<file path="config.mk">
export PLATFORM = sky130hd
export DESIGN_NAME = pairbus_wr_target
export DESIGN_NICKNAME = d
export VERILOG_FILES = /design/src/rtl/pairbus_wr_pkg.sv /design/src/rtl/pairbus_frame_counter.sv /design/src/rtl/pairbus_beat_collector.sv /design/src/rtl/pairbus_commit.sv /design/src/rtl/pairbus_wr_target.sv
export SDC_FILE = /design/constraint.sdc
export NUM_CORES = 1
export LEC_CHECK = 0
export ABC_AREA = 1
export BUFFER_PORTS_ARGS = -buffer_cell sky130_fd_sc_hd__buf_2
export CORE_MARGIN = 2
export CORE_UTILIZATION = 52
export DETAILED_ROUTE_END_ITERATION = 8
export GPL_TIMING_DRIVEN = 0
export PLACE_DENSITY = 0.83
export RECOVER_POWER = 25
export SYNTH_ARGS = -nofsm -noshare
export SYNTH_HDL_FRONTEND = slang
export SYNTH_SLANG_ARGS = --single-unit
export TNS_END_PERCENT = 100
</file>
<file path="constraint.sdc">
create_clock -name clk -period 1.8 [get_ports clk]
set_input_delay 0.36 -clock clk [delete_from_list [all_inputs] [get_ports clk]]
set_output_delay 0.36 -clock clk [all_outputs]
set_load 0.02 [all_outputs]
</file>
<file path="src/rtl/pairbus_wr_pkg.sv">
package pairbus_wr_pkg;

  typedef enum logic [1:0] {
    PH_HEAD,
    PH_ADDR,
    PH_DATA,
    PH_OVER
  } phase_e;

  function automatic int unsigned frame_cycles(int unsigned addr_w, int unsigned data_w);
    return 1 + (addr_w - 1) / 2 + data_w / 2;
  endfunction

endpackage

</file>
<file path="src/rtl/pairbus_frame_counter.sv">
module pairbus_frame_counter #(
  parameter int unsigned MAX_CNT = 26,
  parameter int unsigned CNT_W   = 5
) (
  input  logic             clk,
  input  logic             rst_n,
  input  logic             req_i,
  output logic [CNT_W-1:0] cnt_o,
  output logic             frame_end_o
);

  localparam logic [CNT_W-1:0] CNT_TOP = CNT_W'(MAX_CNT);

  logic [CNT_W-1:0] cnt_q, cnt_d;
  logic             cnt_en;

  always_comb begin
    cnt_en = req_i || (cnt_q != '0);
    if (!req_i)
      cnt_d = '0;
    else if (cnt_q != CNT_TOP)
      cnt_d = cnt_q + 1'b1;
    else
      cnt_d = cnt_q;
  end

  always_ff @(posedge clk or negedge rst_n) begin
    if (!rst_n)
      cnt_q <= '0;
    else if (cnt_en)
      cnt_q <= cnt_d;
  end

  assign cnt_o       = cnt_q;
  assign frame_end_o = !req_i && (cnt_q != '0);

  AST_CNT_BOUNDED: assert property (@(posedge clk) disable iff (!rst_n)
    cnt_q <= CNT_TOP);
  AST_CNT_CLEARS: assert property (@(posedge clk) disable iff (!rst_n)
    !req_i |=> (cnt_q == '0));

endmodule

</file>
<file path="src/rtl/pairbus_beat_collector.sv">
module pairbus_beat_collector
  import pairbus_wr_pkg::*;
#(
  parameter int unsigned ADDR_W = 17,
  parameter int unsigned DATA_W = 32,
  parameter int unsigned CNT_W  = 5
) (
  input  logic              clk,
  input  logic              rst_n,
  input  logic              req_i,
  input  logic [1:0]        lane_i,
  input  logic [CNT_W-1:0]  cnt_i,
  output logic              wr_flag_o,
  output logic [ADDR_W-1:0] addr_o,
  output logic [DATA_W-1:0] data_o
);

  localparam int unsigned ADDR_BEATS = (ADDR_W - 1) / 2;
  localparam int unsigned DATA_BEATS = DATA_W / 2;
  localparam int unsigned DATA_FIRST = 1 + ADDR_BEATS;
  localparam int unsigned DATA_LAST  = DATA_FIRST + DATA_BEATS;

  phase_e phase;
  logic   head_en;

  always_comb begin
    if (cnt_i == '0)
      phase = PH_HEAD;
    else if (cnt_i < CNT_W'(DATA_FIRST))
      phase = PH_ADDR;
    else if (cnt_i < CNT_W'(DATA_LAST))
      phase = PH_DATA;
    else
      phase = PH_OVER;
    head_en = req_i && (phase == PH_HEAD);
  end

  logic wr_flag_q;
  logic addr0_q;

  always_ff @(posedge clk or negedge rst_n) begin
    if (!rst_n) begin
      wr_flag_q <= 1'b0;
      addr0_q   <= 1'b0;
    end else if (head_en) begin
      wr_flag_q <= lane_i[0];
      addr0_q   <= lane_i[1];
    end
  end

  assign wr_flag_o = wr_flag_q;
  assign addr_o[0] = addr0_q;

  for (genvar g = 0; g < ADDR_BEATS; g++) begin : g_addr_pair
    logic       pair_en;
    logic [1:0] pair_q;
    assign pair_en = req_i && (phase == PH_ADDR) && (cnt_i == CNT_W'(g + 1));
    always_ff @(posedge clk or negedge rst_n) begin
      if (!rst_n)
        pair_q <= 2'b00;
      else if (pair_en)
        pair_q <= lane_i;
    end
    assign addr_o[2*g+2 -: 2] = pair_q;
  end

  for (genvar g = 0; g < DATA_BEATS; g++) begin : g_data_pair
    logic       pair_en;
    logic [1:0] pair_q;
    assign pair_en = req_i && (phase == PH_DATA) && (cnt_i == CNT_W'(DATA_FIRST + g));
    always_ff @(posedge clk or negedge rst_n) begin
      if (!rst_n)
        pair_q <= 2'b00;
      else if (pair_en)
        pair_q <= lane_i;
    end
    assign data_o[2*g+1 -: 2] = pair_q;
  end

  AST_HEAD_LSB: assert property (@(posedge clk) disable iff (!rst_n)
    (req_i && cnt_i == '0) |=> (addr_o[0] == $past(lane_i[1])));
  AST_HEAD_FLAG: assert property (@(posedge clk) disable iff (!rst_n)
    (req_i && cnt_i == '0) |=> (wr_flag_o == $past(lane_i[0])));

endmodule

</file>
<file path="src/rtl/pairbus_commit.sv">
module pairbus_commit #(
  parameter int unsigned ADDR_W     = 17,
  parameter int unsigned DATA_W     = 32,
  parameter int unsigned NARROW_W   = 8,
  parameter int unsigned CNT_W      = 5,
  parameter int unsigned WIDE_LEN   = 25,
  parameter int unsigned NARROW_LEN = 13
) (
  input  logic              clk,
  input  logic              rst_n,
  input  logic              mode_wide_i,
  input  logic              frame_end_i,
  input  logic [CNT_W-1:0]  cnt_i,
  input  logic              wr_flag_i,
  input  logic [ADDR_W-1:0] addr_i,
  input  logic [DATA_W-1:0] data_i,
  output logic              stb_o,
  output logic              ack_o,
  output logic [ADDR_W-1:0] addr_o,
  output logic [DATA_W-1:0] data_o
);

  localparam logic [DATA_W-1:0] NARROW_MASK =
    {{(DATA_W - NARROW_W){1'b0}}, {NARROW_W{1'b1}}};

  logic              len_ok, fire;
  logic [DATA_W-1:0] data_sel;
  logic              stb_q, stb_d, ack_q, ack_d;
  logic [ADDR_W-1:0] addr_q;
  logic [DATA_W-1:0] data_q;

  always_comb begin
    len_ok   = (cnt_i == (mode_wide_i ? CNT_W'(WIDE_LEN) : CNT_W'(NARROW_LEN)));
    fire     = frame_end_i && len_ok && wr_flag_i;
    data_sel = mode_wide_i ? data_i : (data_i & NARROW_MASK);
    stb_d    = fire;
    ack_d    = stb_q;
  end

  always_ff @(posedge clk or negedge rst_n) begin
    if (!rst_n) begin
      stb_q <= 1'b0;
      ack_q <= 1'b0;
    end else begin
      stb_q <= stb_d;
      ack_q <= ack_d;
    end
  end

  always_ff @(posedge clk or negedge rst_n) begin
    if (!rst_n) begin
      addr_q <= '0;
      data_q <= '0;
    end else if (fire) begin
      addr_q <= addr_i;
      data_q <= data_sel;
    end
  end

  assign stb_o  = stb_q;
  assign ack_o  = ack_q;
  assign addr_o = addr_q;
  assign data_o = data_q;

  AST_STB_SINGLE: assert property (@(posedge clk) disable iff (!rst_n)
    stb_q |=> !stb_q);
  AST_ACK_SINGLE: assert property (@(posedge clk) disable iff (!rst_n)
    ack_q |=> !ack_q);
  AST_NARROW_UPPER_ZERO: assert property (@(posedge clk) disable iff (!rst_n)
    (stb_q && !mode_wide_i) |-> ((data_q & ~NARROW_MASK) == '0));

endmodule

</file>
<file path="src/rtl/pairbus_wr_target.sv">
module pairbus_wr_target
  import pairbus_wr_pkg::*;
#(
  parameter int unsigned ADDR_W   = 17,
  parameter int unsigned DATA_W   = 32,
  parameter int unsigned NARROW_W = 8
) (
  input  logic              clk,
  input  logic              rst_n,
  input  logic              mode_wide_i,
  input  logic              req_i,
  input  logic [1:0]        lane_i,
  output logic              wr_stb_o,
  output logic [ADDR_W-1:0] wr_addr_o,
  output logic [DATA_W-1:0] wr_data_o,
  output logic              ack_o
);

  localparam int unsigned WIDE_LEN   = frame_cycles(ADDR_W, DATA_W);
  localparam int unsigned NARROW_LEN = frame_cycles(ADDR_W, NARROW_W);
  localparam int unsigned MAX_CNT    = WIDE_LEN + 1;
  localparam int unsigned CNT_W      = $clog2(MAX_CNT + 1);

  logic [CNT_W-1:0]  cnt;
  logic              frame_end;
  logic              wr_flag;
  logic [ADDR_W-1:0] col_addr;
  logic [DATA_W-1:0] col_data;

  pairbus_frame_counter #(
    .MAX_CNT (MAX_CNT),
    .CNT_W   (CNT_W)
  ) u_counter (
    .clk         (clk),
    .rst_n       (rst_n),
    .req_i       (req_i),
    .cnt_o       (cnt),
    .frame_end_o (frame_end)
  );

  pairbus_beat_collector #(
    .ADDR_W (ADDR_W),
    .DATA_W (DATA_W),
    .CNT_W  (CNT_W)
  ) u_collector (
    .clk       (clk),
    .rst_n     (rst_n),
    .req_i     (req_i),
    .lane_i    (lane_i),
    .cnt_i     (cnt),
    .wr_flag_o (wr_flag),
    .addr_o    (col_addr),
    .data_o    (col_data)
  );

  pairbus_commit #(
    .ADDR_W     (ADDR_W),
    .DATA_W     (DATA_W),
    .NARROW_W   (NARROW_W),
    .CNT_W      (CNT_W),
    .WIDE_LEN   (WIDE_LEN),
    .NARROW_LEN (NARROW_LEN)
  ) u_commit (
    .clk         (clk),
    .rst_n       (rst_n),
    .mode_wide_i (mode_wide_i),
    .frame_end_i (frame_end),
    .cnt_i       (cnt),
    .wr_flag_i   (wr_flag),
    .addr_i      (col_addr),
    .data_i      (col_data),
    .stb_o       (wr_stb_o),
    .ack_o       (ack_o),
    .addr_o      (wr_addr_o),
    .data_o      (wr_data_o)
  );

  AST_STB_AFTER_REQ_LOW: assert property (@(posedge clk) disable iff (!rst_n)
    wr_stb_o |-> $past(!req_i));
  AST_ACK_FOLLOWS_STB: assert property (@(posedge clk) disable iff (!rst_n)
    wr_stb_o |=> ack_o);
  AST_ACK_NEEDS_STB: assert property (@(posedge clk) disable iff (!rst_n)
    ack_o |-> $past(wr_stb_o));

endmodule

</file>
==> results.md, run 1 <==
- Syn_nets: 563
- Worst setup SP type: flip-flop
- Sink Count: 106
- Post-route minimum period: 1.745 ns
- Share of post-route cells with drive strength above 1: about 22%
- Final period util: between 90% and 100%
- Worst-Margin Slew: between 1 and 1.5 ns
- Reg-to-reg setup timing slack: ~0.055 ns
- Final WS setup: approximately 0.055 ns
- Critical Path End Type: flip-flop
- Inserted Diodes: 0
- Num rows: 34
- Hold WS: 0.2192 ns
- Hpwl dp: between 7000 and 8000 µm
- Commonest non-fill, non-tap cell in the layout: nand2_1
- Leakage Power: about 3.2 nW
- Crit path from: u_counter.cnt_o[0]$_DFFE_PN0P_
- Reg-to-reg endpoint: u_commit.addr_o[16]$_DFFE_PN0P_
- Vias in the first global route: about 3800
- DRC: 0
- DRT antenna net count: 0
- PwrDens: around 930 mW/mm²
- Worst-case reg-to-reg path depth: 11
- Clock root cell: clkbuf_8
- Final hold vios: 0
- Die Span Y: between 90 and 100 µm
- DRT Pass-1 Iters: 5
- Yosys cell types: 26
- Crit path kind: reg -> reg
- Commonest non-fill, non-tap cells in the layout: nand2_1, dfrtp_1, o21ai_0, buf_2, inv_1
- Class of the worst hold path: in -> async
- Num CTS Buffers: 9
- CTS tree: yes
- Worst EP arrival: ~2.1 ns
- Initial DRC Count: 252
- Worst vdd ir: approximately 440 µV
- Yosys Warn Count: 0
- Io pins: 57
- Sequential area share after synthesis: between 50% and 60%
- Synth area leader: dfrtp_1
- Area Overhead vs Synth: 17.02%
- Final setup vio count: 0
- Clk buf depth: 2
- GPL Wtd Cong: around 0.92
- Max-slew headroom: a little under 20%
- Status: completed
- Skew final: 0.01106 ns
- Via density: 5.359
- GRT Overall Usage: a little under a quarter
- Seq cells post-synth: approximately 110
- H-tree depth: 3
- Core area: between 0.008 and 0.009 mm²
- Initial antenna violation count: 0
- Clock Pin Slew Worst Setup and Hold Paths: roughly 0.10 ns
- CP required: about 2.1 ns
- WL final: between 10000 and 15000 µm
- Yosys top cell area share: 55.50%
- Clk_lat worst skew: around 0.37 ns
- Average cell area after synthesis: 8.659 µm²
- Post-place setup slack: -0.2561 ns
- Largest net degree at the start of global routing: 60
- RR Startpoint: u_counter.cnt_o[0]$_DFFE_PN0P_
- Grt ovf: 0
- I/O Buffers: 53
- Fmax: roughly 570 MHz
- Drt wl/cell: ~15 µm
- Vias: approximately 4000
- Post-Syn Area: between 0.004 and 0.005 mm²
- Nets: around 640
- Utilization after layout: a little under two thirds
- Initial Util: 54.28%
- Die X: about 100 µm
- Final slew viol count: 0
- Die area: approximately 0.01 mm²
- First-pass GRT wire length: 18160 µm
- Worst Path Max Fanout: 8
- Synth top area cells: dfrtp_1, nand2_1, o21ai_0, inv_1, buf_6
- Max-cap violations: 0
- Post-Synthesis Cells: roughly 550
[worst max path at each step]
stage	to	slack [ns]
6_report	u_commit.addr_o[16]$_DFFE_PN0P_	0.05
5_1_grt	u_commit.addr_o[16]$_DFFE_PN0P_	-0.03
4_1_cts	u_commit.data_o[0]$_DFFE_PN0P_	0.03
3_5_place_dp	u_commit.data_o[1]$_DFFE_PN0P_	-0.26
3_3_place_gp	u_commit.ack_o$_DFF_PN0_	-0.63
2_1_floorplan	u_collector.g_addr_pair[7].pair_q[1]$_DFFE_PN0P_	0.14
[per-stage QoR]
step                      power, mW  area (µm²)  setup TNS (ns)  instances
after floorplan               3.277        4780               0        552
after global placement        3.504        5180          -76.96        713
after detailed placement      3.553        5210          -13.18        714
after CTS                     5.101        5444               0        734
after global routing          5.450        5593         -0.3400        744
final                         5.203        5593               0        744
[logic make-up after synthesis]
group                    share of synthesized area, %
adder cells (fa/ha/maj)                         1.309
XOR/XNOR                                       0.1833
AO/OA/AOI/OAI                                   9.267
AND/OR/NAND/NOR                                 26.28
buffers and inverters                           7.461
flip-flops                                      55.50
[flip-flops by register name (all words and copies together) (netlist names)]
register	flops
u_counter.cnt_o	5
u_commit.ack_o	1
u_collector.addr0_q	1
u_commit.addr_o	17
u_collector.g_data_pair.pair_q	32
u_collector.g_addr_pair.pair_q	16
u_collector.wr_flag_o	1
u_commit.data_o	32
u_commit.stb_o	1
[power by group]
part           switching [mW]  internal [mW]
Clock                   0.807          0.690
Sequential              0.127           2.56
Combinational           0.657          0.359
[cells in the mapped netlist]
cell type	n
nand2_1	203
dfrtp_1	106
o21ai_0	73
inv_1	35
nand3_1	20
nand4_1	19
nor2_1	18
buf_6	11
clkbuf_1	11
nand2_2	11
o21ai_1	10
buf_2	6
ha_1	5
a21oi_1	4
nand2_4	4
nor2_4	3
inv_2	2
nor2_2	2
nor3_1	2
buf_1	1
buf_8	1
clkinv_1	1
nand3_4	1
nor2_8	1
o21bai_1	1
xor2_1	1
[metal layers]
metal	wire [µm]	GRT usage, %	part of all wire, %	vias up
li1	-	-	-	1920
met1	5063	32.34	45	1957
met2	5444	37.58	49	94
met3	446	2.577	4.0	16
met4	243	8.746	2.2	0
met5	0	0	0	-
[worst max-delay path, stage by stage (launching register included)]
cell and delay (ns):
dfrtp_1 0.39, inv_2 0.08, ha_4 0.17, inv_4 0.06, nor2_2 0.05, nand2_4 0.08
nand3_4 0.15, buf_12 0.19, nor2_4 0.21, clkbuf_16 0.19, nand2_2 0.04, nand2_1 0.06
[area by class of cell]
cell class | count | area (µm²)
timing repair buffer | 68 | 420.4
multi-input combinational | 379 | 1810
tap | 108 | 135.1
clock inverter | 5 | 60.06
sequential | 106 | 2654
inverter | 38 | 145.1
fill | 746 | 3213
buffer | 29 | 226.5
clock buffer | 11 | 141.4
[timing repair]
action,CTS,global route
setup buffers,4,6
endpoints found under the setup margin,69,64
resized for setup,4,23
gates cloned,0,5
hold buffers,0,0
hold endpoints to repair,0,0
pin swaps,0,4
Note: power is estimated with default switching activity, not from simulation.
==> run 2: changes to the inputs <==
--- a/config.mk
+++ b/config.mk
@@ -5,13 +5,12 @@
 export SDC_FILE = /design/constraint.sdc
 export NUM_CORES = 1
 export LEC_CHECK = 0
-export ABC_AREA = 1
 export BUFFER_PORTS_ARGS = -buffer_cell sky130_fd_sc_hd__buf_2
 export CORE_MARGIN = 2
 export CORE_UTILIZATION = 52
 export DETAILED_ROUTE_END_ITERATION = 8
 export GPL_TIMING_DRIVEN = 0
-export PLACE_DENSITY = 0.83
+export PLACE_DENSITY = 0.84
 export RECOVER_POWER = 25
 export SYNTH_ARGS = -nofsm -noshare
 export SYNTH_HDL_FRONTEND = slang
==> results.md, run 2 <==
- Clk buf depth: 2 (unchanged)
- Utilization after layout: 63.85% (+0.33 points)
- Synth Area in Adders: 1.384% (+0.075 points)
- Nets: 445 (-31%)
- Vias: 2957 (-26%)
- Final Cell Area: 0.005487 mm² (-1.9%)
- Fin cells: 547 (-26%)
- Synth Area in Simple Gates: 8.887% (-17 points)
- Fmax: 546.8 MHz (-4.6%)
- Worst Path Max Fanout: 10 (+2)
- Post-DP Area: 0.004964 mm² (-4.7%)
- Worst-case reg-to-reg path depth: 6 (-5)
- Post-Syn Area: 0.004519 mm² (-5.4%)
- Num CTS Buffers: 9 (unchanged)
- Yosys cell types: 35 (+35%)
- Die area: 0.009453 mm² (-5.2%)
- Sw Ratio: 28.02% (-2.6 points)
- Synth Area in Compound Gates: 1.800% (-7.5 points)
- Placed cells: 513 (-28%)
- GRT Overall Usage: 19.48% (-3.6 points)
- Post-Synthesis Cells: 349 (-37%)
- RR Startpoint: u_counter.cnt_o[3]$_DFFE_PN0P_
- H-tree depth: 3 (unchanged)
- Clk_lat worst skew: 0.37 ns (about the same)
- Critical Path End Type: flip-flop
- Post-synthesis mux area share: 23.98% (+24 points)
- Inserted Diodes: 0 (unchanged)
- DRT antenna net count: 0 (unchanged)
- Sequential Power Share: 53.6% (+1.9 points)
- Sequential area share after synthesis: 58.69% (+3.2 points)
- Worst vdd ir: 483.5 µV (+10%)
- FF+latch area: 0.002654 mm² (unchanged)
- Class of the worst hold path: in -> reg
- Commonest non-fill, non-tap cells in the layout: dfrtp_1, buf_2, mux2_2, nand2_1, inv_1
- DRT Pass-1 Iters: 4 (-1)
- Crit path kind: reg -> reg
- Grt ovf: 0 (unchanged)
- Combinational power share: 17.9% (-1.6 points)
- Hpwl dp: 5897 µm (-24%)
- Final hold vios: 0 (unchanged)
- P_int: 3.642 mW (+0.84%)
- Async set-reset flop share out of synthesis: 100.0% (unchanged)
- Average cell area after synthesis: 12.95 µm² (+50%)
- Reg-to-reg endpoint: u_collector.g_data_pair[6].pair_q[1]$_DFFE_PN0P_
- Core area: 0.008593 mm² (-2.4%)
- Share of post-route cells with drive strength above 1: 41.69% (+20 points)
- Initial DRC Count: 197 (-22%)
- Failing checks: negative setup slack
- Worst setup SP type: flip-flop
- Power Total: 5.059 mW (-2.8%)
- Skew final: 0.008659 ns (-0.002401 ns)
- Yosys top cell area share: 58.69% (+3.2 points)
- Clock power share: 28.5% (-0.3 points)
- Area Overhead vs Synth: 21.40%
- XOR/XNOR share of the synthesized area: 0.3876% (+0.20 points)
- Initial antenna violation count: 0 (unchanged)
- Drt wl/cell: 16.96 µm (+13%)
- Clock Pin Slew Worst Setup and Hold Paths: 0.10 ns (about the same)
- Max-cap violations: 0 (unchanged)
- CTS tree: yes
- Vias in the first global route: 3025 (-21%)
- Worst-Margin Slew: 0.8915 ns (-0.3130 ns)
- Final period util: 101.6% (+4.6 points)
- Min-Delay Startpoint: mode_wide_i
- Largest net degree at the start of global routing: 72 (+20%)
- Via density: 5.406 (+0.88%)
- Clock root cell: clkbuf_8
- Synth area leader: dfrtp_1
- Final WS setup: -0.02875 ns (-0.08353 ns)
- First-pass GRT wire length: 14590 µm (-20%)
- Io pins: 57 (unchanged)
- Hold Path End: u_commit.data_o[30]$_DFFE_PN0P_
- Status: finished, violations left
- GPL Wtd Cong: 0.8593 (-7.1%)
- Fillcell total: 649 (-13%)
- Yosys Warn Count: 0 (unchanged)
- CP required: 2.05 ns (-0.07 ns)
- Seq cells post-synth: 106 (unchanged)
- Num rows: 34 (unchanged)
- Final slew viol count: 0 (unchanged)
- Worst EP arrival: 2.08 ns (+0.02 ns)
- Sw power: 1.418 mW (-11%)
- Initial Util: 52.59% (-1.7 points)
- Reg-to-reg setup timing slack: -0.03 ns (-0.08 ns)
- WL final: 9277 µm (-17%)
- Syn_nets: 360 (-36%)
- I/O Buffers: 55 (+3.8%)
- RSZ-0062 raised after global routing: true
- Most instantiated cells after synthesis: dfrtp_1, mux2_2, nand2_1, inv_1, mux2i_1
- Synth top area cells: dfrtp_1, mux2_2, mux2i_1, nand2_1, inv_1
- Most frequent cell after synthesis: dfrtp_1
- Die X: 97.23 µm (-2.6%)
- Hold depth: 3
- DRC: 0 (unchanged)
- Post-route minimum period: 1.829 ns (+0.08353 ns)
- PwrDens: 922.1 mW/mm² (-0.88%)
- Largest family of logic cells by synthesized area: multiplexers
- Max-slew headroom: 40.56% (+21 points)
- Post-synth EDFFs: 0 (unchanged)
- Final setup vio count: 2 (+2)
- Sink Count: 106 (unchanged)
- Multi-input gate area: 0.001773 mm² (-2.1%)
- Leakage Power: 2.681 nW (-17%)
- Top_reg_cell synth: dfrtp_1
- Die Span Y: 97.23 µm (-2.6%)
- Commonest non-fill, non-tap cell in the layout: dfrtp_1
run 2: cell count changes in the layout (fill, tap and decap cells not counted), moves of 13 or more:
cell     before  now
nand2_1     201   43
o21ai_0      73    2
mux2_2        0   53
mux2i_1       0   25
mux2_4        0   20
nand3_1      20    4
nand4_1      19    4
nor2_1       15    0
nand2_2      13    0
run 2: through the flow:
stage                TNS [ns]  hold WS, ns  setup WS [ns]
finish               -0.05412       0.3242       -0.02875
detailed placement     -15.93       0.3469        -0.3537
CTS                  -0.06039       0.3074       -0.01487
floorplan           -0.002859      0.06441      -0.002859
global placement       -80.67       0.3544        -0.6561
global route           -1.978       0.3375        -0.1563
run 2: repair_timing:
item / CTS / global route
endpoints found under the setup margin: 73 / 65
pin swaps: 2 / 2
hold buffers: 1 / 0
hold endpoints to repair: 35 / 0
buffers inserted: 12 / 6
gates resized for setup: 22 / 29
gates cloned: 2 / 0
run 2: routing by layer:
metal / track usage (%) / routed length, µm / vias to the layer above
met5: 0 / 0 / -
met4: 9.509 / 216 / 0
met3: 3.309 / 431 / 21
met2: 32.69 / 4544 / 91
met1: 24.66 / 4085 / 1488
li1: - / - / 1357
run 2: power by group through the flow:
stage / clock network, mW / logic (mW) / registers, mW
6_report: 1.44 / 0.908 / 2.71
5_1_grt: 1.56 / 0.968 / 2.74
4_1_cts: 1.46 / 0.805 / 2.70
3_5_place_dp: 0 / 0.672 / 2.75
3_3_place_gp: 0 / 0.625 / 2.73
2_1_floorplan: 0 / 0.466 / 2.71
run 2: kinds of logic after synthesis:
kind of cell,after synthesis
flip-flops,106
AO/OA/AOI/OAI,11
XOR/XNOR,2
buffers and inverters,50
adder cells (fa/ha/maj),5
multiplexers,99
AND/OR/NAND/NOR,76
run 2: critical path, cell delays in order, from the launching register on:
cell and delay, ns:
dfrtp_1 0.46, buf_1 0.36, and3_1 0.23, ha_1 0.19, nand2_1 0.12, o21ai_0 0.24, o32ai_1 0.11
run 2: worst max-delay path by stage:
stage | startpoint | end | slack [ns] | cells after the start
3_3_place_gp | rst_n | u_commit.addr_o[7]$_DFFE_PN0P_ | -0.66 | 1
2_1_floorplan | u_counter.cnt_o[0]$_DFFE_PN0P_ | u_counter.cnt_o[1]$_DFFE_PN0P_ | -0.003 | 7
5_1_grt | u_counter.cnt_o[3]$_DFFE_PN0P_ | u_collector.g_data_pair[6].pair_q[1]$_DFFE_PN0P_ | -0.16 | 6
3_5_place_dp | u_counter.cnt_o[1]$_DFFE_PN0P_ | u_commit.addr_o[1]$_DFFE_PN0P_ | -0.35 | 7
6_report | u_counter.cnt_o[3]$_DFFE_PN0P_ | u_collector.g_data_pair[6].pair_q[1]$_DFFE_PN0P_ | -0.03 | 6
4_1_cts | u_counter.cnt_o[1]$_DFFE_PN0P_ | u_commit.data_o[6]$_DFFE_PN0P_ | -0.01 | 9
run 2: final cells by class:
cell class / count / share of cell area, %
clock inverter: 5 / 0.8210
buffer: 19 / 2.531
sequential: 106 / 48.37
inverter: 30 / 2.098
multi-input combinational: 193 / 32.31
timing repair buffer: 75 / 8.643
clock buffer: 11 / 2.759
tap: 108 / 2.463
